[src/rtl/spi_cfg_pkg.sv]
package spi_cfg_pkg;
  localparam int BYTE_W    = 8;
  localparam int OP_W      = 3;
  localparam int ADDR_W    = BYTE_W - OP_W;
  localparam int NUM_REGS  = 1 << ADDR_W;
  localparam int BIT_CNT_W = $clog2(BYTE_W);

  localparam logic [OP_W-1:0]   OP_WRITE  = 3'b001;
  localparam logic [OP_W-1:0]   OP_READ   = 3'b010;
  localparam logic [BYTE_W-1:0] CMD_RESET = 8'h06;

  typedef enum logic [1:0] {
    ST_CMD,
    ST_WDATA,
    ST_RDATA
  } frameSt_e;

  // strobes from the control to the datapath
  typedef struct packed {
    logic              capBit;  // shift in one received bit
    logic              wrReg;   // write received byte to register
    logic              ldOut;   // load read data into output shifter
    logic              shOut;   // present next output bit
    logic              clrOut;  // clear output path
    logic [ADDR_W-1:0] addr;    // register address for wrReg / ldOut
  } ctrlStrb_t;
endpackage

[src/rtl/spi_cfg_rstseq.sv]
module spi_cfg_rstseq #(
  parameter int POR_W    = 16,
  parameter int RST_HOLD = 2
) (
  input  logic clk,
  input  logic porN,
  input  logic rstN,
  input  logic rstCmd,
  output logic busy
);
  localparam int CNT_W = POR_W + 1;
  localparam logic [CNT_W-1:0] POR_LOAD  = {1'b1, {POR_W{1'b0}}};
  localparam logic [CNT_W-1:0] HOLD_LOAD = CNT_W'(RST_HOLD);

  logic             rstLowQ;
  logic             armed;
  logic [CNT_W-1:0] holdCnt;

  // a qualified request is low in this cycle and the one before
  assign armed = ~rstN & rstLowQ;
  assign busy  = (holdCnt != '0);

  always_ff @(posedge clk or negedge porN) begin
    if (!porN) begin
      rstLowQ <= 1'b0;
      holdCnt <= POR_LOAD;
    end else begin
      rstLowQ <= ~rstN;
      if (armed || rstCmd) begin
        holdCnt <= HOLD_LOAD;
      end else if (holdCnt != '0) begin
        holdCnt <= holdCnt - 1'b1;
      end
    end
  end
endmodule

[src/rtl/spi_cfg_dp.sv]
module spi_cfg_dp
  import spi_cfg_pkg::*;
#(
  parameter int TO_W = 18
) (
  input  logic              clk,
  input  logic              porN,
  input  logic              busy,
  input  logic              sclk,
  input  logic              csN,
  input  logic              din,
  input  ctrlStrb_t         strb,
  output logic              sclkRise,
  output logic              sclkFall,
  output logic              csActive,
  output logic              toHit,
  output logic [BYTE_W-1:0] rxNext,
  output logic              dout,
  output logic              doutOe
);
  localparam int SYNC_N = 2;

  logic [SYNC_N-1:0] sclkSy, csSy, dinSy;
  logic              sclkPrev;
  logic              sclkS, csS, dinS;
  logic [BYTE_W-1:0] rxSh;
  logic [BYTE_W-1:0] outSh;
  logic              doutQ;
  logic [TO_W-1:0]   toCnt;
  logic [BYTE_W-1:0] regFile [NUM_REGS];

  assign sclkS = sclkSy[SYNC_N-1];
  assign csS   = csSy[SYNC_N-1];
  assign dinS  = dinSy[SYNC_N-1];

  always_ff @(posedge clk or negedge porN) begin
    if (!porN) begin
      sclkSy   <= '0;
      csSy     <= '1;
      dinSy    <= '0;
      sclkPrev <= 1'b0;
    end else begin
      sclkSy   <= {sclkSy[SYNC_N-2:0], sclk};
      csSy     <= {csSy[SYNC_N-2:0], csN};
      dinSy    <= {dinSy[SYNC_N-2:0], din};
      sclkPrev <= sclkS;
    end
  end

  assign sclkRise = sclkS & ~sclkPrev;
  assign sclkFall = ~sclkS & sclkPrev;
  assign csActive = ~csS;
  assign doutOe   = ~csS;
  assign dout     = doutQ;
  assign rxNext   = {rxSh[BYTE_W-2:0], dinS};

  // idle-low watchdog; a high serial clock keeps it cleared
  always_ff @(posedge clk or negedge porN) begin
    if (!porN) begin
      toCnt <= '0;
    end else if (sclkS) begin
      toCnt <= '0;
    end else if (toCnt != {TO_W{1'b1}}) begin
      toCnt <= toCnt + 1'b1;
    end
  end
  assign toHit = ~sclkS & (toCnt == {TO_W{1'b1}});

  always_ff @(posedge clk or negedge porN) begin
    if (!porN) begin
      rxSh <= '0;
    end else if (strb.capBit) begin
      rxSh <= rxNext;
    end
  end

  always_ff @(posedge clk or negedge porN) begin
    if (!porN) begin
      outSh <= '0;
      doutQ <= 1'b0;
    end else if (strb.clrOut) begin
      outSh <= '0;
      doutQ <= 1'b0;
    end else if (strb.ldOut) begin
      outSh <= regFile[strb.addr];
    end else if (strb.shOut) begin
      doutQ <= outSh[BYTE_W-1];
      outSh <= {outSh[BYTE_W-2:0], 1'b0};
    end
  end

  always_ff @(posedge clk or negedge porN) begin
    if (!porN) begin
      for (int i = 0; i < NUM_REGS; i++) regFile[i] <= '0;
    end else if (busy) begin
      for (int i = 0; i < NUM_REGS; i++) regFile[i] <= '0;
    end else if (strb.wrReg) begin
      regFile[strb.addr] <= rxNext;
    end
  end
endmodule

[src/rtl/spi_cfg_ctrl.sv]
module spi_cfg_ctrl
  import spi_cfg_pkg::*;
(
  input  logic                 clk,
  input  logic                 porN,
  input  logic                 busy,
  input  logic                 csActive,
  input  logic                 sclkRise,
  input  logic                 sclkFall,
  input  logic                 toHit,
  input  logic [BYTE_W-1:0]    rxNext,
  output ctrlStrb_t            strb,
  output logic                 rstCmd,
  output logic [BIT_CNT_W-1:0] bitCnt
);
  frameSt_e          state;
  logic [ADDR_W-1:0] addrQ;
  logic              frameRst;
  logic              byteEnd;
  logic [OP_W-1:0]   op;

  assign op = rxNext[BYTE_W-1 -: OP_W];

  always_comb begin
    frameRst    = busy | ~csActive | toHit;
    strb.capBit = ~frameRst & sclkRise;
    strb.shOut  = ~frameRst & sclkFall;
    strb.clrOut = frameRst;
    byteEnd     = strb.capBit & (bitCnt == BIT_CNT_W'(BYTE_W - 1));
    strb.wrReg  = byteEnd & (state == ST_WDATA);
    strb.ldOut  = byteEnd & (state == ST_CMD) & (op == OP_READ);
    rstCmd      = byteEnd & (state == ST_CMD) & (rxNext == CMD_RESET);
    strb.addr   = (state == ST_CMD) ? rxNext[ADDR_W-1:0] : addrQ;
  end

  always_ff @(posedge clk or negedge porN) begin
    if (!porN) begin
      state  <= ST_CMD;
      bitCnt <= '0;
      addrQ  <= '0;
    end else if (frameRst) begin
      state  <= ST_CMD;
      bitCnt <= '0;
    end else if (strb.capBit) begin
      bitCnt <= bitCnt + 1'b1;
      if (byteEnd) begin
        unique case (state)
          ST_CMD: begin
            if (op == OP_WRITE) begin
              state <= ST_WDATA;
              addrQ <= rxNext[ADDR_W-1:0];
            end else if (op == OP_READ) begin
              state <= ST_RDATA;
            end
          end
          ST_WDATA: state <= ST_CMD;
          ST_RDATA: state <= ST_CMD;
          default:  state <= ST_CMD;
        endcase
      end
    end
  end
endmodule

[src/rtl/spi_cfg_port.sv]
module spi_cfg_port
  import spi_cfg_pkg::*;
#(
  parameter int TO_W     = 18,
  parameter int POR_W    = 16,
  parameter int RST_HOLD = 2
) (
  input  logic clk,
  input  logic porN,
  input  logic rstN,
  input  logic csN,
  input  logic sclk,
  input  logic din,
  output logic dout,
  output logic doutOe
);
  ctrlStrb_t            strb;
  logic                 busy;
  logic                 rstCmd;
  logic                 sclkRise;
  logic                 sclkFall;
  logic                 csActive;
  logic                 toHit;
  logic [BYTE_W-1:0]    rxNext;
  logic [BIT_CNT_W-1:0] bitCnt;

  spi_cfg_rstseq #(
    .POR_W   (POR_W),
    .RST_HOLD(RST_HOLD)
  ) u_rstseq (
    .clk   (clk),
    .porN  (porN),
    .rstN  (rstN),
    .rstCmd(rstCmd),
    .busy  (busy)
  );

  spi_cfg_ctrl u_ctrl (
    .clk     (clk),
    .porN    (porN),
    .busy    (busy),
    .csActive(csActive),
    .sclkRise(sclkRise),
    .sclkFall(sclkFall),
    .toHit   (toHit),
    .rxNext  (rxNext),
    .strb    (strb),
    .rstCmd  (rstCmd),
    .bitCnt  (bitCnt)
  );

  spi_cfg_dp #(
    .TO_W(TO_W)
  ) u_dp (
    .clk     (clk),
    .porN    (porN),
    .busy    (busy),
    .sclk    (sclk),
    .csN     (csN),
    .din     (din),
    .strb    (strb),
    .sclkRise(sclkRise),
    .sclkFall(sclkFall),
    .csActive(csActive),
    .toHit   (toHit),
    .rxNext  (rxNext),
    .dout    (dout),
    .doutOe  (doutOe)
  );
endmodule

[config.mk]
export PLATFORM = sky130hd
export DESIGN_NAME = spi_cfg_port
export DESIGN_NICKNAME = d
export VERILOG_FILES = /design/src/rtl/spi_cfg_pkg.sv /design/src/rtl/spi_cfg_rstseq.sv /design/src/rtl/spi_cfg_dp.sv /design/src/rtl/spi_cfg_ctrl.sv /design/src/rtl/spi_cfg_port.sv
export SDC_FILE = /design/constraint.sdc
export NUM_CORES = 1
export LEC_CHECK = 0
export ABC_AREA = 1
export BUFFER_PORTS_ARGS = -buffer_cell sky130_fd_sc_hd__buf_2
export CAP_MARGIN = 20
export CORE_UTILIZATION = 31
export CTS_BUF_LIST = sky130_fd_sc_hd__clkbuf_16
export DETAILED_ROUTE_END_ITERATION = 8
export GPL_TIMING_DRIVEN = 0
export HOLD_SLACK_MARGIN = 0.03
export SETUP_SLACK_MARGIN = 0.05
export SYNTH_ARGS = -nofsm -noshare
export SYNTH_HDL_FRONTEND = slang
export SYNTH_HIERARCHICAL = 1
export SYNTH_SLANG_ARGS = --single-unit
[constraint.sdc]
create_clock -name clk -period 4.1 [get_ports clk]
set_input_delay 0 -clock clk [delete_from_list [all_inputs] [get_ports clk]]
set_output_delay 0 -clock clk [all_outputs]
set_load 0.005 [all_outputs]
# Word-level counts from Yosys, hierarchy flattened
# Index checks and enable logic that the tools add are counted.
[op_classes]
bitwise_logic = 19
n_reduce_logical = 14
muxes = 27
magnitude_cmp = 2
eq_ne = 9
add_sub_neg = 3
[ops]
columns = ["cell", "n"]
rows = [
  ["2-to-1 mux 256 bit", 2],
  ["bitwise mux 256 bit", 1],
  ["2-to-1 mux 8 bit", 6],
  ["binary-select mux 8 bit (select 5 bit)", 1],
  ["demux 8 bit (select 5 bit)", 1],
  ["2-to-1 mux 18 bit", 2],
  ["2-to-1 mux 17 bit", 2],
  ["adder 18 x 1 -> 18 bit, second input constant", 1],
  ["== test 18 bit, second input constant", 1],
  ["!= test 18 bit, second input constant", 1],
  ["nonzero test 17 bit", 1],
  ["subtractor 17 x 1 -> 17 bit, second input constant", 1],
  ["2-to-1 mux 2 bit", 6],
  ["nonzero test 2 bit", 6],
  ["AND 1 bit", 11],
  ["== test 8 x 3 -> 1 bit, second input constant", 1],
  ["greater-or-equal comparator 6 bit, second input constant", 1],
  ["less-than comparator 6 x 1 -> 1 bit, second input constant", 1],
  ["2-to-1 mux 3 bit", 2],
  ["NOT 5 -> 6 bit", 1],
  ["2-to-1 mux 5 bit", 1],
  ["NOT 1 bit", 5],
  ["AND reduction 5 bit", 1],
  ["!= test 4 x 3 -> 1 bit, second input constant", 1],
  ["other kinds (14)", 17],
]
[word_totals]
in_bits = 6
ff_bits = 325
elab_cells = 119
out_inout_bits = 2

# Depth between registers and ports, before layout
[depth]
ltp_word = 10
ltp_mapped = 20
mapped_depth_nobuf = 19

# Cells and area by module
# Netlist, hierarchy kept.
[by_module_without_submodules]
columns = ["mod", "cells_per_inst", "instances", "area_per_inst_um2"]
rows = [
  ["spi_cfg_dp", 1929, 1, 14601.5],
  ["spi_cfg_rstseq", 151, 1, 1086.0],
  ["spi_cfg_ctrl", 95, 1, 684.4],
]

# Worst setup path before layout
# OpenSTA, ideal clock, no wires.
[synth_timing]
kind = "register to register"
from = "register u_dp.toCnt[0]"
to = "register u_dp.outSh[0]"
arrival_ps = 2732
required_ps = 4033
path_stages_with_launch = 19
period_less_slack_ps = 2799
setup_time_ps = 67
slack_ps = 1301
n_path_buf = 1
cell_sequence = "dfrtp_1 ha_1 nand3_1 inv_1 nand2_1 nor2_1 nand2_1 nor2_1 nand2_1 nor2_1 inv_2 nand4_2 nor2_4 nand2_1 nor2_1 clkbuf_1 nor3_1 nand2_1 nand2_1"
[synth_rtl]
columns = ["element", "line_no", "source"]
rows = [
  ["from (decl)", "spi_cfg_dp.sv:29", "logic [TO_W-1:0] toCnt;"],
  ["from (signal assigned)", "spi_cfg_dp.sv:64", "toCnt <= toCnt + 1'b1;"],
  ["to (signal assigned)", "spi_cfg_dp.sv:85", "outSh <= regFile[strb.addr];"],
  ["to (signal assigned)", "spi_cfg_dp.sv:88", "outSh <= {outSh[BYTE_W-2:0], 1'b0};"],
  ["to (decl)", "spi_cfg_dp.sv:27", "logic [BYTE_W-1:0] outSh;"],
]

==> summary.md <==
| Metric | Value |
|---|---|
| Crit-path max cell delay | 0.64 ns |
| Clk_skew | 0.0215 ns |
| Ratio of cells with drive above 1 in the final layout | 7.60% |
| Die Y | 232 um |
| Fin util | 35.7% |
| Library cells used by synthesis | 40 |
| Clk buf depth | 3 |
| CP max FO | 10 |
| Number of max-cap violations | 0 |
| Leak | 8.51 nW |
| Post-CTS setup buffer count | 0 |
| Final HPWL DP | 37.0 mm |
| Crit. path cell count | 18 |
| CP Launch Type | register |
| Worst endpoint required time | 4.49 ns |
| Number of port buffers | 7 |
| Vias | 15086 |
| I/O pins | 8 |
| Largest net degree at the start of global routing | 122 |
| Syn_area_per_cell | 7.53 um2 |
| Arr. time, crit path | 4.15 ns |
| Tightest Hold Check Type | input port to register |
| Top-area cell type share of the netlist area | 49.2% |
| Sequential area share after synthesis | 49.7% |
| Gr usage total | 19.7% |
| Area grow syn2layout | 12.6% |
| Worst-path cell chain | ha_1 -> nand3_1 -> inv_1 -> nand2_1 -> nor2_1 -> nand2_1 -> nor2_1 -> nand2_1 -> nor2_1 -> inv_2 -> nand4_2 -> nor2_4 -> nand2_1 -> nor2_1 -> buf_2 -> nand3_1 -> clkbuf_1 -> o22ai_1 |
| Syn Nets | 2185 |
| Synthesized area | 16400 um2 |
| Initial Utilization | 31.7% |
| EDFF count, synth | 0 |
| Total Wirelength | 52.5 mm |
| Drt drc | 0 |
| Max Clock Freq | 266 MHz |
| 1st-pass router iterations | 5 |
| Minimum clock period | 3.76 ns |
| Power per cell area | 432 nW/um2 |
| Setup violators final | 0 |
| Actual slew at the worst max-slew pin | 1.01 ns |
| Top cell type by total area after synthesis | dfrtp_1 |
| Clock Pin Slew Worst Setup and Hold Paths | 0.06 ns |
| Clk root buf | clkbuf_16 |
| Vias/cell | 5.15 |
| CP top delay family | simple AND/OR/NAND/NOR gates |
| Synth Flop Type | dfrtp_1 |
| Status | finished, final reports clean |
| Yosys Warn Count | 6 |
| Rows | 83 |
| Synth async-reset ratio | 100% |
| Most frequent cells in the layout | nand2_1 (698), dfrtp_1 (322), nand3_1 (259) |
| Number of antenna diodes | 0 |
| Unrepaired setup endpoints after global routing | false |
| Final Hold Fails | 0 |
| #FFs+latches synth | 325 |
| Critical path's slowest cell | clkbuf_1 |
| CTS tree | done |
| GP Congestion | 0.948 |
| Avg WL per Cell | 17.9 um |
| Final period util | 91.8% |
| Initial drt markers | 1567 |
| Commonest non-fill, non-tap cell in the layout | nand2_1 |
| Maximum vdd drop | 0.000345 V |
| Max-slew headroom | 32.4% |
| Core area | 51700 um2 |
| Max-slew violation count | 0 |
| Die area | 53700 um2 |
| Post-route antenna net violation count | 0 |
| CTS sink cnt | 325 |
| Antenna violations before repair | 0 |
| CTS H-tree lvls | 2 |
| Global-route wire length before repair | 82.1 mm |
| Overall power | 7.96 mW |
| Cells after Synth | 2175 |
| Buffers and inverters on the worst path | 4 |
| Vias in the first global route | 14355 |
| Die width | 232 um |
| Area contributors post-synth | dfrtp_1 (49%), nand2_1 (16%), nand3_1 (7.9%), nor2_1 (4.6%), o21ai_0 (4.3%) |
| Hold path depth | 2 |
| Crit Path Category | register to register |
| FF-to-FF path depth | 18 |
| Grt total ovfl | 0 |
| Final hold slack | 0.0888 ns |
| CTS Buf Count | 36 |
| Layout Nets | 2237 |
| Worst skew pair latency | 0.56 ns |
| Crit. End Element | register |
-- flip-flops by register name, indices dropped and copies added, names as in the netlist --
name              count
u_dp/dinSy            2
u_rstseq/holdCnt     17
u_dp/outSh            8
u_dp/rxSh             7
u_ctrl/addrQ          5
u_ctrl/state          2
u_dp/sclkSy           2
u_dp/dout             1
u_dp/csSy             2
u_dp/sclkPrev         1
u_dp/toCnt           18
u_ctrl/bitCnt         3
u_dp/regFile        256
u_rstseq/rstLowQ      1
-- worst paths after layout --
kind / from / endpoint / slack (ns)
setup / recovery: u_dp/toCnt[0] / u_dp/regFile[17] / 0.34
hold / removal: csN / u_dp/csSy[0] / 0.09
setup reg to reg: u_dp/toCnt[0] / u_dp/regFile[17] / 0.34
hold reg to reg: u_dp/dinSy[0] / u_dp/dinSy[1] / 0.35
max in group asynchronous: porN / u_dp/regFile[71] / 2.84
min in group asynchronous: porN / u_dp/regFile[195] / 0.13
-- report_power, final --
part / switching, mW / internal (mW) / leakage [nW]
Sequential: 0.0993 / 3.29 / 4.50
Combinational: 1.25 / 0.333 / 3.47
Clock: 1.30 / 1.69 / 0.542
Total: 2.65 / 5.32 / 8.51
-- worst register-to-register path: cells and delay by family, from the launching register on --
family / cells / cell delay (ns)
simple gates: 12 / 1.70
buf+inv: 4 / 1.04
flops: 1 / 0.44
fa+ha+maj: 1 / 0.22
compound gates: 1 / 0.21
-- per-stage QoR --
stage / setup TNS, ns / cells / worst slack (ns) / cell area [um2]
6_report: 0 / 2931 / 0.335 / 18400
3_3_place_gp: -1040.73 / 2862 / -3.24 / 17300
2_1_floorplan: 0 / 2175 / 1.30 / 16400
4_1_cts: 0 / 2931 / 0.141 / 18400
3_5_place_dp: 0 / 2864 / 0.172 / 17300
5_1_grt: 0 / 2931 / 0.0832 / 18400
-- cells in the mapped netlist, types with 6 or more instances --
cell	count
o21ai_2	8
buf_1	21
nand2_2	7
nand3_1	259
nand2_1	698
nor2_2	7
inv_2	11
nor3_1	6
buf_6	9
o21ai_0	141
clkbuf_1	61
o21ai_1	79
or2_2	8
nand4_1	17
a21oi_1	11
o22ai_1	56
inv_1	172
nor2_4	8
buf_4	7
buf_2	32
nor2_1	201
dfrtp_1	322
-- timing repair --
item,in CTS,in global routing
endpoints found under the setup margin,0,53
resized for setup,0,9
hold buffers,5,0
hold endpoints to repair,124,0
-- logic make-up (layout without fill, tap and decap cells) --
family,after synthesis,count (layout),synth area share [%]
DFF,325,325,49.7
AOI/OAI and AO/OA,309,309,10.3
buffers and inverters,314,390,8.03
muxes,1,1,0.0688
and+or+nand+nor,1222,1222,31.6
adders and majority gates,4,4,0.306
-- metal layers --
layer | wire (um) | GRT usage [%]
met1 | 23600 | 27.2
met2 | 23400 | 30.6
met3 | 3820 | 3.52
met4 | 1690 | 7.48
met5 | 0 | 0
-- layout make-up --
cell class | count | area, um2
tap | 680 | 851
clock inverter | 25 | 135
buffer | 130 | 628
sequential | 325 | 8140
multi-input combinational | 1536 | 6920
inverter | 184 | 693
clock buffer | 37 | 926
fill | 5451 | 33300
timing repair buffer | 14 | 150
No activity file was read; power rests on OpenSTA's default activity.
